## src/rtl/osc_ratio_pkg.sv

```systemverilog
package osc_ratio_pkg;

  // Strobes from the window control to the counting datapath
  typedef struct packed {
    logic gate;   // counting window open
    logic clear;  // empty the result
  } ctrlStrobeT;

endpackage

```

## src/rtl/osc_ratio_ctrl.sv

```systemverilog
module osc_ratio_ctrl
  import osc_ratio_pkg::*;
#(
  parameter int WINDOW = 8192
) (
  input  logic       clk,
  input  logic       rstN,
  input  logic       senseEn,
  input  logic       ctrClr,
  output ctrlStrobeT strobe,
  output logic       doneOut
);

  localparam int WIN_W = (WINDOW > 2) ? $clog2(WINDOW) : 1;

  logic             gateQ;
  logic             enQ;
  logic [WIN_W-1:0] winLeft;

  always_ff @(posedge clk or negedge rstN) begin
    if (!rstN) begin
      gateQ   <= 1'b0;
      enQ     <= 1'b0;
      doneOut <= 1'b0;
      winLeft <= '0;
    end else begin
      enQ     <= senseEn;
      doneOut <= 1'b0;
      if (ctrClr) begin
        gateQ <= 1'b0;
      end else if (gateQ) begin
        if (!senseEn) begin
          gateQ <= 1'b0;                 // aborted window, no done
        end else if (winLeft == '0) begin
          gateQ   <= 1'b0;
          doneOut <= 1'b1;
        end else begin
          winLeft <= winLeft - 1'b1;
        end
      end else if (senseEn && !enQ) begin
        gateQ   <= 1'b1;
        winLeft <= WIN_W'(WINDOW - 1);
      end
    end
  end

  always_comb begin
    strobe.gate  = gateQ;
    strobe.clear = ctrClr;
  end

endmodule

```

## src/rtl/osc_ratio_datapath.sv

```systemverilog
module osc_ratio_datapath
  import osc_ratio_pkg::*;
#(
  parameter int NUM_OSC     = 6,
  parameter int CODE_W      = 3,
  parameter int CNT_W       = 12,
  parameter int SYNC_STAGES = 2
) (
  input  logic               clk,
  input  logic               rstN,
  input  ctrlStrobeT         strobe,
  input  logic [CODE_W-1:0]  rangeSel,
  input  logic [NUM_OSC-1:0] oscIn,
  output logic [NUM_OSC-1:0] oscEn,
  output logic [CNT_W-1:0]   countOut
);

  localparam logic [CNT_W-1:0] CNT_MAX = {CNT_W{1'b1}};
  localparam int PIPE_W = SYNC_STAGES + 1;

  logic [CODE_W-1:0]  rangeLat;
  logic [NUM_OSC-1:0] decoded;
  logic               oscPick;
  logic [PIPE_W-1:0]  syncPipe;
  logic               oscRise;

  // Range code follows the input while idle and is frozen for the window
  always_ff @(posedge clk or negedge rstN) begin
    if (!rstN)             rangeLat <= '0;
    else if (!strobe.gate) rangeLat <= rangeSel;
  end

  // One decoder line per oscillator; codes past the last give none
  for (genvar i = 0; i < NUM_OSC; i++) begin : g_dec
    assign decoded[i] = (rangeLat == CODE_W'(i));
  end

  assign oscPick = |(oscIn & decoded);
  assign oscEn   = strobe.gate ? decoded : '0;

  always_ff @(posedge clk or negedge rstN) begin
    if (!rstN) syncPipe <= '0;
    else       syncPipe <= {syncPipe[PIPE_W-2:0], oscPick};
  end

  assign oscRise = syncPipe[PIPE_W-2] & ~syncPipe[PIPE_W-1];

  always_ff @(posedge clk or negedge rstN) begin
    if (!rstN)                                   countOut <= '0;
    else if (strobe.clear)                       countOut <= '0;
    else if (strobe.gate && oscRise && countOut != CNT_MAX)
                                                 countOut <= countOut + 1'b1;
  end

endmodule

```

## src/rtl/osc_ratio_counter.sv

```systemverilog
module osc_ratio_counter
  import osc_ratio_pkg::*;
#(
  parameter int NUM_OSC = 6,
  parameter int CODE_W  = 3,
  parameter int CNT_W   = 12,
  parameter int WINDOW  = 8192
) (
  input  logic               clk,
  input  logic               rstN,
  input  logic               senseEn,
  input  logic               ctrClr,
  input  logic [CODE_W-1:0]  rangeSel,
  input  logic [NUM_OSC-1:0] oscIn,
  output logic               gateOut,
  output logic               doneOut,
  output logic [NUM_OSC-1:0] oscEn,
  output logic [CNT_W-1:0]   countOut
);

  ctrlStrobeT strobe;

  osc_ratio_ctrl #(.WINDOW(WINDOW)) u_ctrl (
    .clk     (clk),
    .rstN    (rstN),
    .senseEn (senseEn),
    .ctrClr  (ctrClr),
    .strobe  (strobe),
    .doneOut (doneOut)
  );

  osc_ratio_datapath #(
    .NUM_OSC     (NUM_OSC),
    .CODE_W      (CODE_W),
    .CNT_W       (CNT_W),
    .SYNC_STAGES (2)
  ) u_dp (
    .clk      (clk),
    .rstN     (rstN),
    .strobe   (strobe),
    .rangeSel (rangeSel),
    .oscIn    (oscIn),
    .oscEn    (oscEn),
    .countOut (countOut)
  );

  assign gateOut = strobe.gate;

endmodule

```

## config.mk

```make
export PLATFORM = sky130hd
export DESIGN_NAME = osc_ratio_counter
export DESIGN_NICKNAME = d
export VERILOG_FILES = /design/src/rtl/osc_ratio_pkg.sv /design/src/rtl/osc_ratio_ctrl.sv /design/src/rtl/osc_ratio_datapath.sv /design/src/rtl/osc_ratio_counter.sv
export SDC_FILE = /design/constraint.sdc
export NUM_CORES = 1
export LEC_CHECK = 0
export CAP_MARGIN = 10
export CORE_MARGIN = 4
export CORE_UTILIZATION = 60
export DETAILED_ROUTE_END_ITERATION = 6
export DONT_BUFFER_PORTS = 1
export PLACE_DENSITY = 0.84
export SLEW_MARGIN = 40
export SYNTH_ARGS = -nofsm -noshare
export SYNTH_HDL_FRONTEND = slang
export SYNTH_SLANG_ARGS = --single-unit
```

## constraint.sdc

```tcl
create_clock -name clk -period 6.2 [get_ports clk]
set_clock_uncertainty 0.15 [all_clocks]
set_input_delay 0.62 -clock clk [delete_from_list [all_inputs] [get_ports clk]]
set_output_delay 0.62 -clock clk [all_outputs]
set_load 0.005 [all_outputs]
```

Word-level counts from Yosys, hierarchy flattened
Cells that the tools add are included.
{ "totals": {"reg_bits": 34, "latchBits": 0, "ram_bits": 0, "romBits": 0, "in_bits": 13, "output_inout_bits": 20, "wordCells": 47, "memories": 0} }
{ "op_classes": {"addsub": 2, "mul": 0, "div_mod_pow": 0, "magnitude_cmp": 0, "eq_ne": 8, "n_shift": 0, "muxes": 16, "bitwise": 4, "reduce_logical": 10} }
{ "op_table": {"columns": ["cell", "count"], "rows": [
  ["13-bit two-way mux", 4],
  ["12-bit two-way mux", 2],
  ["13-bit logical NOT", 1],
  ["13-bit by 1-bit subtractor with 13-bit output, second input constant", 1],
  ["12-bit by 1-bit adder with 12-bit output, second input constant", 1],
  ["12-bit != test, second input constant", 1],
  ["1-bit two-way mux", 9],
  ["6-bit bitwise AND", 1],
  ["3-bit by 2-bit equality test with 1-bit output, second input constant", 2],
  ["3-bit equality test, second input constant", 2],
  ["6-bit two-way mux", 1],
  ["6-bit OR reduction", 1],
  ["2-bit != test, second input constant", 2],
  ["4-bit AND reduction", 1],
  ["2-bit nonzero test", 2],
  ["3-bit by 1-bit equality test with 1-bit output, second input constant", 1],
  ["1-bit logical AND", 3],
  ["3-bit logical NOT", 1],
  ["1-bit NOT", 2],
  ["1-bit bitwise AND", 1],
  ["1-bit logical NOT", 1]
]} }

Logic depth before layout (Yosys ltp)
{ "depth": {"word_depth": 6, "mapped_depth": 7, "ltp_nobuf": 7} }

Hierarchy
Synthesis repeated with hierarchy kept, for this count alone.
{ "hier_totals": {"hier_cells": 192, "hier_area_um2": 1906.8} }
{ "by_module_without_submodules": {"columns": ["mod", "n_inst", "cells_each", "area_per_inst_um2", "seq_area_each_um2"], "rows": [
  ["osc_ratio_datapath", 1, 97, 998.5, 450.4],
  ["osc_ratio_ctrl", 1, 95, 908.4, 400.4]
]} }

Least setup slack after synthesis
Ideal clock, no wire load.
{ "synth_path": {"path_kind": "register -> register", "from": "reg u_ctrl.winLeft[8]", "to": "reg u_ctrl.winLeft[4]", "setup_time_ns": 0.123, "arrival_ns": 2.040, "required_time_ns": 5.927, "setup_slack_ns": 3.887, "path_stages_with_launch": 7, "path_buffers": 2, "period_less_slack_ns": 2.313, "path_cell_list": "dfrtp_1 or4_4 or4_4 buf_6 o21a_4 buf_6 o221a_1"} }
{ "synth_via": {"elab_chain_cells": 3} }
{ "synth_lines": {"columns": ["element", "line_no", "text"], "rows": [
  ["start: declaration", "osc_ratio_ctrl.sv:18", "logic [WIN_W-1:0] winLeft;"],
  ["start signal: assignment", "osc_ratio_ctrl.sv:38", "winLeft <= winLeft - 1'b1;"],
  ["start signal: assignment", "osc_ratio_ctrl.sv:42", "winLeft <= WIN_W'(WINDOW - 1);"],
  ["13-bit logical NOT", "osc_ratio_ctrl.sv:34", "end else if (winLeft == '0) begin"],
  ["2-bit != test (no line)", null, null],
  ["4-bit AND reduction (no line)", null, null]
]} }
Every way passes these cells.
A chain may end at the register's enable or synchronous reset.

Worst setup path after layout
{ "layout_path": {"from": "reg u_ctrl.gateQ", "to": "reg u_dp.countOut[5]"} }
{ "layout_via": {"elab_chain_cells": 3} }
{ "layout_lines": {"columns": ["element", "line_no", "text"], "rows": [
  ["start: declaration", "osc_ratio_ctrl.sv:16", "logic gateQ;"],
  ["start signal: assignment", "osc_ratio_ctrl.sv:22", "gateQ <= 1'b0;"],
  ["start signal: assignment", "osc_ratio_ctrl.sv:30", "gateQ <= 1'b0;"],
  ["start signal: assignment", "osc_ratio_ctrl.sv:33", "gateQ <= 1'b0;"],
  ["1-bit logical AND (2 in series)", "osc_ratio_datapath.sv:51", "else if (strobe.gate && oscRise && countOut != CNT_MAX)"],
  ["2-bit nonzero test (no line)", null, null],
  ["end signal: assignment", "osc_ratio_datapath.sv:52", "countOut <= countOut + 1'b1;"],
  ["end: declaration", "osc_ratio_datapath.sv:15", "output logic [CNT_W-1:0] countOut"]
]} }
Every way passes these cells.

==> summary.txt <==
Timing
  • Final hold viol count: 0
  • Accumulated negative setup slack: 0 ns
  • Post-route worst setup slack: 3.872 ns
  • Measured slew at the worst slew-check pin: 0.6513 ns
  • Time the final worst path needs with I/O delays and setup: 2.328 ns
  • Max-slew violation total from the final report: 0
  • Highest Clock Rate: 429.6 MHz
  • Total setup violations reported at the end of the flow: 0
  • Max-Slew Margin vs Limit: 56.49%
  • Period Utilization, post-route: 37.54%
  • Setup repair after global routing missed its margin: false

Logic synthesis
  • Sequential area share after synthesis: 48.26%
  • Synthesized-area fraction occupied by and/or/nand/nor cells: 26.40%
  • Post-Syn Instances: 181
  • Adder-cell share of the synthesized area: 2.129%
  • Mux cell area share after synthesis: 3.620%
  • Leading cell types by total area after synthesis: dfrtp_1 48%, nor2_1 5.7%, xnor2_1 4.5%
  • Share of flip-flops with an asynchronous set or reset: 100.0%
  • Distinct cells, synth: 36
  • Post-synthesis share of cell area spent on xor and xnor gates: 6.458%
  • Cell accounting for the most synthesized area: dfrtp_1
  • Synthesized net count: 197
  • Post-synth top flop: dfrtp_1
  • Cell area after synthesis: 0.001763 mm²
  • Average cell area after synthesis: 9.740 µm²
  • Main combinational cell family by area after synthesis: simple AND/OR/NAND/NOR gates
  • Fraction of post-synthesis cell area in the top cell type by area: 48.26%
  • Number of synthesized flops with an enable pin: 0
  • Post-synthesis sequential element count: 34
  • Synthesis Warnings: 0
  • Area fraction in compound gates after synthesis: 9.936%

Placement
  • Worst setup slack after placement: 3.904 ns
  • HPWL after DPL: 2398 µm
  • Port Buf Inserts: 0
  • Routability cong.: 0.8439

Hold path
  • Worst Hold Class: input pin to flip-flop

Clock network
  • CTS H-Tree Depth: 2
  • Root buffer cell: clkbuf_4
  • Clk_lat worst skew: 0.33 ns
  • Postcts setup bufs: 0
  • # resized after CTS: 0
  • Clock tree from TritonCTS: done
  • Clk slew on worst S/H paths: 0.10 ns
  • Buffers from clock root to sink, at most: 2
  • Clock sink total: 34
  • Total clock buffers created by CTS: 5
  • Cts-stage hold buffer count: 2

Pwr
  • Total power density per cell area: 224.7 mW/mm²
  • Sequential Power Share: 62.0%
  • Worst ir drop on vdd: 227.5 µV
  • Internal portion of total power: 308.8 µW
  • Leak: 0.6959 nW
  • Clock network fraction of design power: 29.9%
  • Sw frac: 25.94%
  • Portion of total power attributed to combinational logic: 8.1%
  • Psw: 108.1 µW

Die
  • Core Region: 0.002781 mm²
  • Die Ht: 62.21 µm
  • Number of placement rows: 19
  • Area of the die: 0.003869 mm²
  • Starting Density: 63.38%
  • Count of pins on the block boundary: 33
  • Horiz. Die Dim: 62.21 µm

Status
  • Result of the run: complete, no violations

Cells and area
  • Ratio of cells with drive above 1 in the final layout: 8.696%
  • Number of nets at the end of the flow: 199
  • Count of inserted antenna diode cells: 0
  • Area delta synth->final: 5.252%

Routing
  • DRC Markers: 0
  • Number of nets with antenna violations after detailed routing: 0
  • Post-DR vias/cell: 6.326
  • Number of vias in the routed layout: 1,360
  • Iteration-0 DRC Markers: 124
  • DR WL/cell: 15.92 µm
  • Routed wire length: 3423 µm
  • Pre-antenna DRT Iters: 4

Global routing
  • Global-route congestion overflow total: 0
  • Total routing usage reported by global routing: 18.67%
  • First-pass GRT wire length: 5913 µm
  • Met3 demand-to-capacity share in global routing: 7.027%
  • Antenna violations before repair: 0
  • Largest net degree at the start of global routing: 35
  • Global routing usage on met2: 28.24%
  • Routing usage on met1: 23.45%
  • Vias in the first global route: 1,357
  • Most heavily used metal layer in global routing: met2

Worst setup path
  • Maximum net fanout on the critical path: 19
  • Required arrival time at the worst endpoint: 6.31 ns
  • Kind of launch point of the worst setup path: flip-flop
  • Crit end category: flip-flop
  • Start-to-end type of the worst setup path: flip-flop to flip-flop
  • Arrival time worst endpoint: 2.44 ns

Run
  • Total of max-cap violations: 0
## placed cells by master (no fill, tap or decap), types with 2 or more instances in the layout
cell type and count:
nor4_1 3, nand4_1 3, ha_1 3, o2111ai_1 3
nor4b_1 2, dfrtp_1 34, or3_1 3, a21oi_1 7
xor2_1 4, nand2_1 11, nor3b_1 4, clkbuf_4 5
o21ai_0 8, mux2i_1 3, nand4b_1 2, a31oi_1 2
o211ai_1 2, nand3_1 7, nand2b_1 4, or4_4 2
mux2_2 3, inv_1 4, o21ai_1 2, and3_1 2
xnor2_1 9, nor3_1 10, and4_1 2, nor2_1 27
## flip-flops by register name, indices dropped and copies added (netlist names)
name and cells:
u_dp.syncPipe 3, u_ctrl.enQ 1, u_dp.countOut 12, u_ctrl.doneOut 1
u_dp.rangeLat 3, u_ctrl.gateQ 1, u_ctrl.winLeft 13
## synth_stat cells (3+ instances only)
cell type,n
dfrtp_1,34
xnor2_1,9
nand4_1,3
or3_1,3
nor2_1,27
a21oi_1,7
mux2_2,3
o2111ai_1,3
inv_1,4
o21ai_0,8
nor4_1,3
nand3_1,7
nand2_1,11
nor3b_1,4
nand2b_1,4
xor2_1,4
mux2i_1,3
clkbuf_1,5
nor3_1,11
ha_1,3
## per-stage QoR
stage,total power [mW],area (µm²),cells,utilization [%],hold slack (ns)
CTS,0.4213,1851,215,66.53,0.1478
floorplan,0.2837,1763,181,-,0.1744
global route,0.4420,1856,215,66.71,0.1257
detailed placement,0.2908,1760,205,63.29,0.1755
finish,0.4169,1856,215,66.71,0.1608
global placement,0.2881,1760,205,63.29,0.1753
## power by group through the flow
stage | logic [mW] | clock network (mW) | registers [mW]
finish | 0.0340 | 0.124 | 0.258
global route | 0.0393 | 0.140 | 0.263
CTS | 0.0347 | 0.128 | 0.258
detailed placement | 0.0282 | 0 | 0.263
global placement | 0.0273 | 0 | 0.261
floorplan | 0.0295 | 0 | 0.254
## final cells by class
type / instances / area [µm²]
Tap cell: 31 / 38.79
Sequential cell: 34 / 850.8
Inverter: 4 / 15.01
Multi-Input combinational cell: 136 / 860.8
Clock buffer: 7 / 55.05
Fill cell: 208 / 925.9
Timing Repair Buffer: 2 / 30.03
Clock inverter: 1 / 5.005
## final timing paths
kind,to,from,depth (start not counted),slack [ns]
max,u_dp.countOut[5],u_ctrl.gateQ,4,3.87
min,u_ctrl.enQ,senseEn,0,0.16
max reg2reg,u_dp.countOut[5],u_ctrl.gateQ,4,3.87
min reg2reg,u_dp.syncPipe[1],u_dp.syncPipe[0],0,0.21
max in group asynchronous,u_ctrl.winLeft[9],rstN,2,5.15
min in group asynchronous,u_ctrl.winLeft[10],rstN,2,0.58
## metal layers
metal | up-vias | wire (µm)
li1 | 652 | -
met1 | 643 | 1522
met2 | 55 | 1591
met3 | 10 | 229
met4 | 0 | 78
met5 | - | 0
## cell families after synthesis
family,count (synthesis)
xor+xnor,13
flops,34
mux,6
buf+inv,11
compound gates,27
simple gates,87
fa+ha+maj,3
## critical path: stages (launching register included)
cell and delay [ns]:
dfrtp_1 0.72, nand3b_1 0.37, or3_1 0.49, or3_1 0.38, a21oi_1 0.15
Power figures use the tool's default switching activity.
